## src/rtl/dac_fe_pkg.sv

```systemverilog
package dac_fe_pkg;
  typedef enum logic [1:0] {
    PD_NORMAL = 2'b00,
    PD_GND    = 2'b01,
    PD_TRI    = 2'b10,
    PD_RSVD   = 2'b11
  } pd_mode_e;

  localparam int unsigned SYNC_STAGES = 2;
endpackage

```

## src/rtl/dac_fe_sync.sv

```systemverilog
module dac_fe_sync #(
  parameter int unsigned WIDTH   = 3,
  parameter int unsigned STAGES  = 2,
  parameter logic [WIDTH-1:0] RST_VAL = '1
) (
  input  logic             clk_i,
  input  logic             rst_ni,
  input  logic [WIDTH-1:0] d_i,
  output logic [WIDTH-1:0] q_o
);
  logic [WIDTH-1:0] stage_q [STAGES];

  for (genvar s = 0; s < STAGES; s++) begin : g_stage
    always_ff @(posedge clk_i or negedge rst_ni) begin
      if (!rst_ni) stage_q[s] <= RST_VAL;
      else if (s == 0) stage_q[s] <= d_i;
      else stage_q[s] <= stage_q[(s == 0) ? 0 : s-1];
    end
  end

  assign q_o = stage_q[STAGES-1];
endmodule

```

## src/rtl/dac_fe_shifter.sv

```systemverilog
module dac_fe_shifter #(
  parameter int unsigned FRAME_W = 16,
  localparam int unsigned CNT_W  = $clog2(FRAME_W + 1)
) (
  input  logic               clk_i,
  input  logic               rst_ni,
  input  logic               sync_fall_i,
  input  logic               sync_rise_i,
  input  logic               sync_lvl_i,
  input  logic               sclk_fall_i,
  input  logic               sdin_i,
  output logic               load_o,
  output logic               swrst_o,
  output logic [FRAME_W-1:0] frame_o
);
  logic [FRAME_W-1:0] shreg_q;
  logic [CNT_W-1:0]   cnt_q;
  logic               active_q, ones_q, load_q, swrst_q;
  logic               rst_cmd_armed;

  // all bits so far ones and both mode bits in: reset cannot be aborted
  assign rst_cmd_armed = ones_q && (cnt_q >= CNT_W'(2));

  always_ff @(posedge clk_i or negedge rst_ni) begin
    if (!rst_ni) begin
      shreg_q  <= '0;
      cnt_q    <= '0;
      active_q <= 1'b0;
      ones_q   <= 1'b0;
      load_q   <= 1'b0;
      swrst_q  <= 1'b0;
    end else begin
      load_q  <= 1'b0;
      swrst_q <= 1'b0;
      if (sync_fall_i) begin
        shreg_q  <= '0;
        cnt_q    <= '0;
        active_q <= 1'b1;
        ones_q   <= 1'b1;
      end else if (active_q) begin
        if (sync_rise_i) begin
          active_q <= 1'b0;
          shreg_q  <= '0;
          cnt_q    <= '0;
          if (rst_cmd_armed) swrst_q <= 1'b1;
        end else if (sclk_fall_i && !sync_lvl_i) begin
          shreg_q <= {shreg_q[FRAME_W-2:0], sdin_i};
          cnt_q   <= cnt_q + CNT_W'(1);
          ones_q  <= ones_q & sdin_i;
          if (cnt_q == CNT_W'(FRAME_W - 1)) begin
            active_q <= 1'b0;
            if (ones_q && sdin_i) swrst_q <= 1'b1;
            else load_q <= 1'b1;
          end
        end
      end
    end
  end

  assign load_o  = load_q;
  assign swrst_o = swrst_q;
  assign frame_o = shreg_q;


  cnt_bound_chk: assert property (@(posedge clk_i) disable iff (!rst_ni)
    cnt_q <= CNT_W'(FRAME_W));


  abort_no_load_chk: assert property (@(posedge clk_i) disable iff (!rst_ni)
    (active_q && sync_rise_i && !sync_fall_i && !rst_cmd_armed) |=> (!load_q && !swrst_q));


  idle_no_load_chk: assert property (@(posedge clk_i) disable iff (!rst_ni)
    (!active_q && !sync_fall_i) |=> !load_q);
endmodule

```

## src/rtl/dac_fe_outreg.sv

```systemverilog
module dac_fe_outreg
  import dac_fe_pkg::*;
#(
  parameter int unsigned DATA_W   = 14,
  parameter bit          MIDSCALE = 1'b1
) (
  input  logic              clk_i,
  input  logic              rst_ni,
  input  logic              load_i,
  input  logic              swrst_i,
  input  logic [DATA_W+1:0] frame_i,
  output logic [DATA_W-1:0] code_o,
  output pd_mode_e          mode_o,
  output logic              update_o
);
  localparam logic [DATA_W-1:0] RST_CODE =
    MIDSCALE ? {1'b1, {(DATA_W-1){1'b0}}} : '0;

  logic [DATA_W-1:0] code_q;
  pd_mode_e          mode_q, frame_mode;
  logic              update_q;

  assign frame_mode = pd_mode_e'(frame_i[DATA_W+1:DATA_W]);

  always_ff @(posedge clk_i or negedge rst_ni) begin
    if (!rst_ni) begin
      code_q   <= RST_CODE;
      mode_q   <= PD_NORMAL;
      update_q <= 1'b0;
    end else begin
      update_q <= 1'b0;
      if (swrst_i) begin
        code_q   <= RST_CODE;
        mode_q   <= PD_NORMAL;
        update_q <= 1'b1;
      end else if (load_i && frame_mode != PD_RSVD) begin
        code_q   <= frame_i[DATA_W-1:0];
        mode_q   <= frame_mode;
        update_q <= 1'b1;
      end
    end
  end

  assign code_o   = code_q;
  assign mode_o   = mode_q;
  assign update_o = update_q;


  update_pulse_chk: assert property (@(posedge clk_i) disable iff (!rst_ni)
    update_q |=> !update_q);


  mode_legal_chk: assert property (@(posedge clk_i) disable iff (!rst_ni)
    mode_q != PD_RSVD);


  code_hold_chk: assert property (@(posedge clk_i) disable iff (!rst_ni)
    !$stable(code_q) |-> update_q);


  mode_hold_chk: assert property (@(posedge clk_i) disable iff (!rst_ni)
    !$stable(mode_q) |-> update_q);
endmodule

```

## src/rtl/dac_serial_front.sv

```systemverilog
module dac_serial_front
  import dac_fe_pkg::*;
#(
  parameter int unsigned FRAME_W  = 16,
  parameter bit          MIDSCALE = 1'b1,
  localparam int unsigned DATA_W  = FRAME_W - 2
) (
  input  logic              clk_i,
  input  logic              rst_ni,
  input  logic              sync_i,
  input  logic              sclk_i,
  input  logic              sdin_i,
  output logic [DATA_W-1:0] code_o,
  output logic [1:0]        pd_mode_o,
  output logic              update_o
);
  logic [2:0]         pins_s;
  logic               sync_s, sclk_s, sdin_s;
  logic               sync_d, sclk_d;
  logic               sync_fall, sync_rise, sclk_fall;
  logic               load, swrst;
  logic [FRAME_W-1:0] frame;
  pd_mode_e           mode;

  dac_fe_sync #(
    .WIDTH   (3),
    .STAGES  (SYNC_STAGES),
    .RST_VAL (3'b110)
  ) i_sync (
    .clk_i  (clk_i),
    .rst_ni (rst_ni),
    .d_i    ({sync_i, sclk_i, sdin_i}),
    .q_o    (pins_s)
  );

  assign {sync_s, sclk_s, sdin_s} = pins_s;

  always_ff @(posedge clk_i or negedge rst_ni) begin
    if (!rst_ni) begin
      sync_d <= 1'b1;
      sclk_d <= 1'b1;
    end else begin
      sync_d <= sync_s;
      sclk_d <= sclk_s;
    end
  end

  assign sync_fall = sync_d & ~sync_s;
  assign sync_rise = ~sync_d & sync_s;
  assign sclk_fall = sclk_d & ~sclk_s;

  dac_fe_shifter #(.FRAME_W(FRAME_W)) i_shifter (
    .clk_i       (clk_i),
    .rst_ni      (rst_ni),
    .sync_fall_i (sync_fall),
    .sync_rise_i (sync_rise),
    .sync_lvl_i  (sync_s),
    .sclk_fall_i (sclk_fall),
    .sdin_i      (sdin_s),
    .load_o      (load),
    .swrst_o     (swrst),
    .frame_o     (frame)
  );

  dac_fe_outreg #(.DATA_W(DATA_W), .MIDSCALE(MIDSCALE)) i_outreg (
    .clk_i    (clk_i),
    .rst_ni   (rst_ni),
    .load_i   (load),
    .swrst_i  (swrst),
    .frame_i  (frame),
    .code_o   (code_o),
    .mode_o   (mode),
    .update_o (update_o)
  );

  assign pd_mode_o = mode;
endmodule

```

## config.mk

```make
export PLATFORM = sky130hd
export DESIGN_NAME = dac_serial_front
export DESIGN_NICKNAME = d
export VERILOG_FILES = /design/src/rtl/dac_fe_pkg.sv /design/src/rtl/dac_fe_sync.sv /design/src/rtl/dac_fe_shifter.sv /design/src/rtl/dac_fe_outreg.sv /design/src/rtl/dac_serial_front.sv
export SDC_FILE = /design/constraint.sdc
export NUM_CORES = 1
export LEC_CHECK = 0
export CAP_MARGIN = 20
export CORE_MARGIN = 2
export CORE_UTILIZATION = 50
export CTS_BUF_LIST = sky130_fd_sc_hd__clkbuf_8
export DETAILED_ROUTE_END_ITERATION = 8
export DONT_BUFFER_PORTS = 1
export SETUP_SLACK_MARGIN = 0.15
export SLEW_MARGIN = 30
export SYNTH_ARGS = -nofsm -noshare
export SYNTH_HDL_FRONTEND = slang
export SYNTH_HIERARCHICAL = 1
export SYNTH_SLANG_ARGS = --single-unit
```

## constraint.sdc

```tcl
create_clock -name clk_i -period 4.2 [get_ports clk_i]
set_input_delay 0.21 -clock clk_i [delete_from_list [all_inputs] [get_ports clk_i]]
set_output_delay 0.21 -clock clk_i [all_outputs]
set_load 0.02 [all_outputs]
```

==> Word level (Yosys, flattened, before mapping) <==
Cells that the tools add are included.
{ "op_classes": {"add_sub_neg": 1, "magnitude_cmp": 1, "eq_ne": 3, "n_mux": 36, "bitwise": 7, "reduce_logical": 11} }
{ "ops": {"columns": ["cell", "n"], "rows": [
  ["16-bit 2-to-1 mux", 4],
  ["14-bit 2-to-1 mux", 2],
  ["1-bit 2-to-1 mux", 24],
  ["5-bit 2-to-1 mux", 4],
  ["2-bit nonzero test", 3],
  ["5-bit by 1-bit adder with 5-bit output (second input constant)", 1],
  ["5-bit by 4-bit == test with 1-bit output (second input constant)", 1],
  ["5-bit by 2-bit greater-or-equal comparator with 1-bit output (second input constant)", 1],
  ["1-bit AND", 4],
  ["1-bit logical AND", 4],
  ["2-bit 2-to-1 mux", 2],
  ["1-bit NOT", 3],
  ["3-bit AND reduction", 1],
  ["3-bit nonzero test", 1],
  ["2-bit by 1-bit inequality test with 1-bit output (second input constant)", 1],
  ["2-bit inequality test (second input constant)", 1],
  ["2-bit AND reduction", 1],
  ["1-bit logical NOT", 1]
]} }
{ "totals": {"register_bits": 50, "out_inout_bits": 17, "wordCells": 72} }

==> Longest topological paths before layout <==
{ "depth": {"depth_word": 7, "mapped_depth": 6, "mapped_depth_nobuf": 5} }

==> By module <==
The synthesis kept the hierarchy.
{ "modules_own_cells": {"columns": ["mod", "instances", "cells_each", "area_per_inst_um2", "seq_area_each_um2"], "rows": [
  ["dac_fe_shifter", 1, 101, 1184.9, 625.6],
  ["dac_fe_outreg", 1, 71, 832.0, 426.7],
  ["dac_fe_sync", 1, 9, 177.7, 155.1],
  ["dac_serial_front", 1, 5, 73.8, 52.6]
]} }

==> Worst setup path after synthesis <==
OpenSTA, ideal clock, no wires.
{ "synth_timing": {"path_type": "reg2reg", "from": "reg sync_d", "to": "reg i_shifter.load_q, in the netlist i_shifter/load_o", "setup_time_ps": 80, "arrival_time_ps": 1371, "required_time_ps": 4120, "slack_ps": 2750, "stages_incl_launch_ff": 6, "n_path_buf": 1, "synth_period_minus_slack_ps": 1450, "path_cell_list": "dfstp_2 -> and2b_2 -> and4bb_4 -> nand2b_4 -> buf_6 -> nor3b_2"} }
{ "synth_via": {"elab_chain_cells": 5, "word_cells_on_any_way": 6} }
{ "synth_rtl": {"columns": ["item", "line", "rtl"], "rows": [
  ["from (decl)", "dac_serial_front.sv:19", "logic sync_d, sclk_d;"],
  ["from (signal assigned)", "dac_serial_front.sv:43", "sync_d <= sync_s;"],
  ["1-bit NOT", "dac_serial_front.sv:49", "assign sync_rise = ~sync_d & sync_s;"],
  ["1-bit AND", "dac_serial_front.sv:49", null],
  ["via sync_rise", "dac_serial_front.sv:20", "logic sync_fall, sync_rise, sclk_fall;"],
  ["1-bit 2-to-1 mux", "dac_fe_shifter.sv:41", "if (sync_rise_i) begin"],
  ["1-bit 2-to-1 mux", "dac_fe_shifter.sv:40", "end else if (active_q) begin"],
  ["1-bit 2-to-1 mux", "dac_fe_shifter.sv:35", "if (sync_fall_i) begin"],
  ["to (signal assigned)", "dac_fe_shifter.sv:30", "load_q <= 1'b0;"],
  ["to (signal assigned)", "dac_fe_shifter.sv:33", "load_q <= 1'b0;"],
  ["to (signal assigned)", "dac_fe_shifter.sv:53", "else load_q <= 1'b1;"],
  ["to (decl)", "dac_fe_shifter.sv:18", "logic active_q, ones_q, load_q, swrst_q;"]
]} }
The timed path passes the listed nets, and every way through them passes these cells.
A chain may end at the register's enable or synchronous reset.

==> Worst setup path after layout <==
{ "layout_timing": {"from": "reg sclk_d", "to": "reg i_shifter.shreg_q[10], in the netlist i_shifter/frame_o[10]"} }
{ "layout_via": {"elab_chain_cells": 4} }
{ "layout_rtl": {"columns": ["item", "line", "rtl"], "rows": [
  ["from (decl)", "dac_serial_front.sv:19", null],
  ["from (signal assigned)", "dac_serial_front.sv:44", "sclk_d <= sclk_s;"],
  ["1-bit AND", "dac_serial_front.sv:50", "assign sclk_fall = sclk_d & ~sclk_s;"],
  ["via sclk_fall", "dac_serial_front.sv:20", null],
  ["1-bit logical AND", "dac_fe_shifter.sv:46", "end else if (sclk_fall_i && !sync_lvl_i) begin"],
  ["3-bit nonzero test (no line)", null, null],
  ["2-bit AND reduction (no line)", null, null],
  ["to (signal assigned)", "dac_fe_shifter.sv:47", "shreg_q <= {shreg_q[FRAME_W-2:0], sdin_i};"],
  ["to (decl)", "dac_fe_shifter.sv:16", "logic [FRAME_W-1:0] shreg_q;"]
]} }
The timed path passes the listed nets, and every way through them passes these cells.

==> reports/qor.yml <==
placed_design:
  place_area_mm2: 0.00223
  place_hpwl_um: 2210
  routabilityCongestion: 0.733
  numPortBuffers: 0
die:
  initial_core_util_pct: 52.1
  die_width_um: 71.4
  design.core.area_mm2: 0.00435
  die_height_um: 71.4
  floorplan.rows: 24
  fp.dieArea_mm2: 0.00509
  ioPinCount: 22
cells_and_area:
  mostFrequentLayoutCell: "dfrtp_1"
  area_growth_pct: 5.24
  most-common-layout-cells: "dfrtp_1 (43), nand2b_1 (27), inv_1 (26), o32ai_1 (17), mux2i_1 (15)"
  final_area_mm2: 0.00239
  layout.nets: 193
  count_of_antenna_diodes_in_the_layout: 0
  final_layout_size_suffix_gt1_share_pct: 13.4
synth:
  number_of_flops_mapped_to_enable_cells_by_yosys: 0
  synth_area_mm2: 0.00227
  synthDistinctLibCells: 37
  synth.largest_area_cell: "dfrtp_1"
  ys_dominant_reg_cell: "dfrtp_1"
  synth.area.top_cells: "dfrtp_1 (47%), dfstp_2 (8.1%), nand2b_1 (7.4%)"
  ys_seq_elements: 50
  synthCells: 186
  ys_async_sr_fraction_pct: 100
  ys_warn_count: 6
  mappedNetlistNets: 194
  syn_avg_cell_area_um2: 12.2
  sequential_element_share_of_the_synthesized_area_pct: 55.5
  yosysTopAreaCellShare_pct: 47.4
grt:
  grt_max_degree: 51
  number_of_antenna_violations_at_the_first_check_in_global_routing: 0
  grt_pass1_wl_um: 6060
  grt_pass1_vias: 1349
  global_router_s_overall_resource_usage_pct: 15.4
  gr-total-overflow: 0
timing:
  min_period_over_period_pct: 43.8
  fin_crit_ns: 1.84
  worst_pin_slew_ns: 0.734
  timing.setup.tns_ns: 0
  setup-violations-final: 0
  timing_hold_violations_final: 0
  grt_setup_unrepaired: "no"
  maxClockFrequency_ghz: 0.543
  worst_slew_margin_rel_pct: 51.1
  slew_violations: 0
  fin_worst_skew_ns: 0.00270
cts:
  numClockSinks: 50
  post_cts_resized: 0
  clockBufferDepth: 2
  worst_skew_pair.late_latency_ns: 0.29
  cts_inserted_buffers: 5
  cts.clk_slew.worst_paths_ns: 0.08
  cts_htree_levels: 2
  cts_root_buf: "clkbuf_8"
  cts_setup_buffers: 0
  cts_tree: "yes"
route:
  finalWirelength_um: 3470
  wire_per_inst_um: 14.6
  vias_per_cell: 5.53
  drc_errors: 0
  drt_iter0_markers: 62
  antenna_violating_nets_post_route: 0
  route.vias.total: 1316
  firstDrtPassIters: 4
critical_path:
  critical_path_class: "reg2reg"
  critPathMostFrequentCell: "nor2b_1"
  crit_arrival_ns: 1.99
  worst_setup_path_end_kind: "register"
  critical_path.top_delay_family: "compound AO/OA/AOI/OAI gates"
  crit_chain: "nor2b_1 -> nor2b_1 -> o21a_1 -> o32ai_1"
  critical_path.startpoint_type: "register"
  path_max_fanout: 20
  crit_slowest_cell: "o21a_1"
  timing.critical_path.required_ns: 4.35
  crit_buf_inv: 0
  cp_slowest_stage_delay_ns: 0.62
power_and_ir_drop:
  peakVddDrop_v: 0.000214
  power.density_mw_per_mm2: 343
  p_leak_nw: 0.959
run:
  maxCapViolCount: 0
status:
  outcome: "completed"
min_path:
  hold_path.class: "reg2reg"
## path summary, 6_finish.rpt
check                                            start                                 to  slack (ns)  depth (start not counted)
setup reg to reg                      sclk_d$_DFF_PN1_  i_shifter/frame_o[10]$_DFFE_PN0P_        2.36                          4
hold / removal             i_sync/stage_q[3]$_DFF_PN0_            i_sync/q_o[0]$_DFF_PN0_        0.36                          0
hold reg to reg            i_sync/stage_q[3]$_DFF_PN0_            i_sync/q_o[0]$_DFF_PN0_        0.36                          0
min in group asynchronous                       rst_ni     i_outreg/code_o[5]$_DFFE_PN0P_        0.42                          2
setup / recovery                      sclk_d$_DFF_PN1_  i_shifter/frame_o[10]$_DFFE_PN0P_        2.36                          4
max in group asynchronous                       rst_ni            i_sync/q_o[1]$_DFF_PN1_        3.51                          2
## state kept, by name, indices dropped and copies added, names as in the netlist
| register | flops |
|---|---|
| sclk_d | 1 |
| i_shifter/cnt_q | 5 |
| i_sync/q_o | 3 |
| i_outreg/mode_o | 2 |
| i_sync/stage_q | 3 |
| i_outreg/code_o | 14 |
| i_shifter/swrst_o | 1 |
| i_outreg/update_o | 1 |
| sync_d | 1 |
| i_shifter/ones_q | 1 |
| i_shifter/active_q | 1 |
| i_shifter/load_o | 1 |
| i_shifter/frame_o | 16 |
## what timing repair did
item / in CTS / in global routing
endpoints found under the setup margin: 0 / 0
endpoints found under the hold margin: 53 / 0
hold buffers: 5 / 0
## synth_stat cells (3+ instances only)
library cell  instances
buf_6                 4
dfstp_2               7
nand2_1               3
mux2i_1              15
ha_1                  3
inv_1                25
clkbuf_1              3
dfrtp_1              43
o32ai_1              17
nand2b_1             27
o32ai_2               3
nor2b_1               5
buf_4                 3
## stage by stage
stage	setup WS, ns	std cells	util [%]	hold WS [ns]	power, mW
floorplan	2.75	186	-	-0.0856	0.538
global placement	2.45	225	51.2	-0.0845	0.537
detailed placement	2.39	225	51.2	-0.0845	0.538
CTS	2.37	238	54.8	0.359	0.832
global route	2.22	238	54.8	0.367	0.858
finish	2.36	238	54.8	0.357	0.820
## kinds of logic after synthesis
kind of cell | Yosys count | synth area share, %
xor+xnor | 1 | 0.386
simple gates | 49 | 14.5
fa+ha+maj | 3 | 1.65
mux | 15 | 6.62
compound gates | 29 | 12.2
buf+inv | 39 | 9.10
flops | 50 | 55.5
## layout make-up
cell class	instances	area, um2
clock buffer	6	82.6
clock inverter	2	8.76
fill	391	1970
inverter	25	93.8
multi-input combinational	97	802
sequential	50	1260
tap	52	65.1
timing repair buffer	6	75.1
## per-layer routing
layer  GRT usage, %  vias up  wire length (um)
met2           25.2       28              1660
met4           5.45        0                20
li1               -      626                 -
met5              0        -                 0
met3           5.20        2               164
met1           19.1      660              1620
## power breakdown
part | internal [mW] | leakage (nW) | switching [mW]
Sequential | 0.493 | 0.662 | 0.00860
Clock | 0.131 | 0.0524 | 0.146
Combinational | 0.0157 | 0.244 | 0.0262
Note: power is estimated with default switching activity, not from simulation.
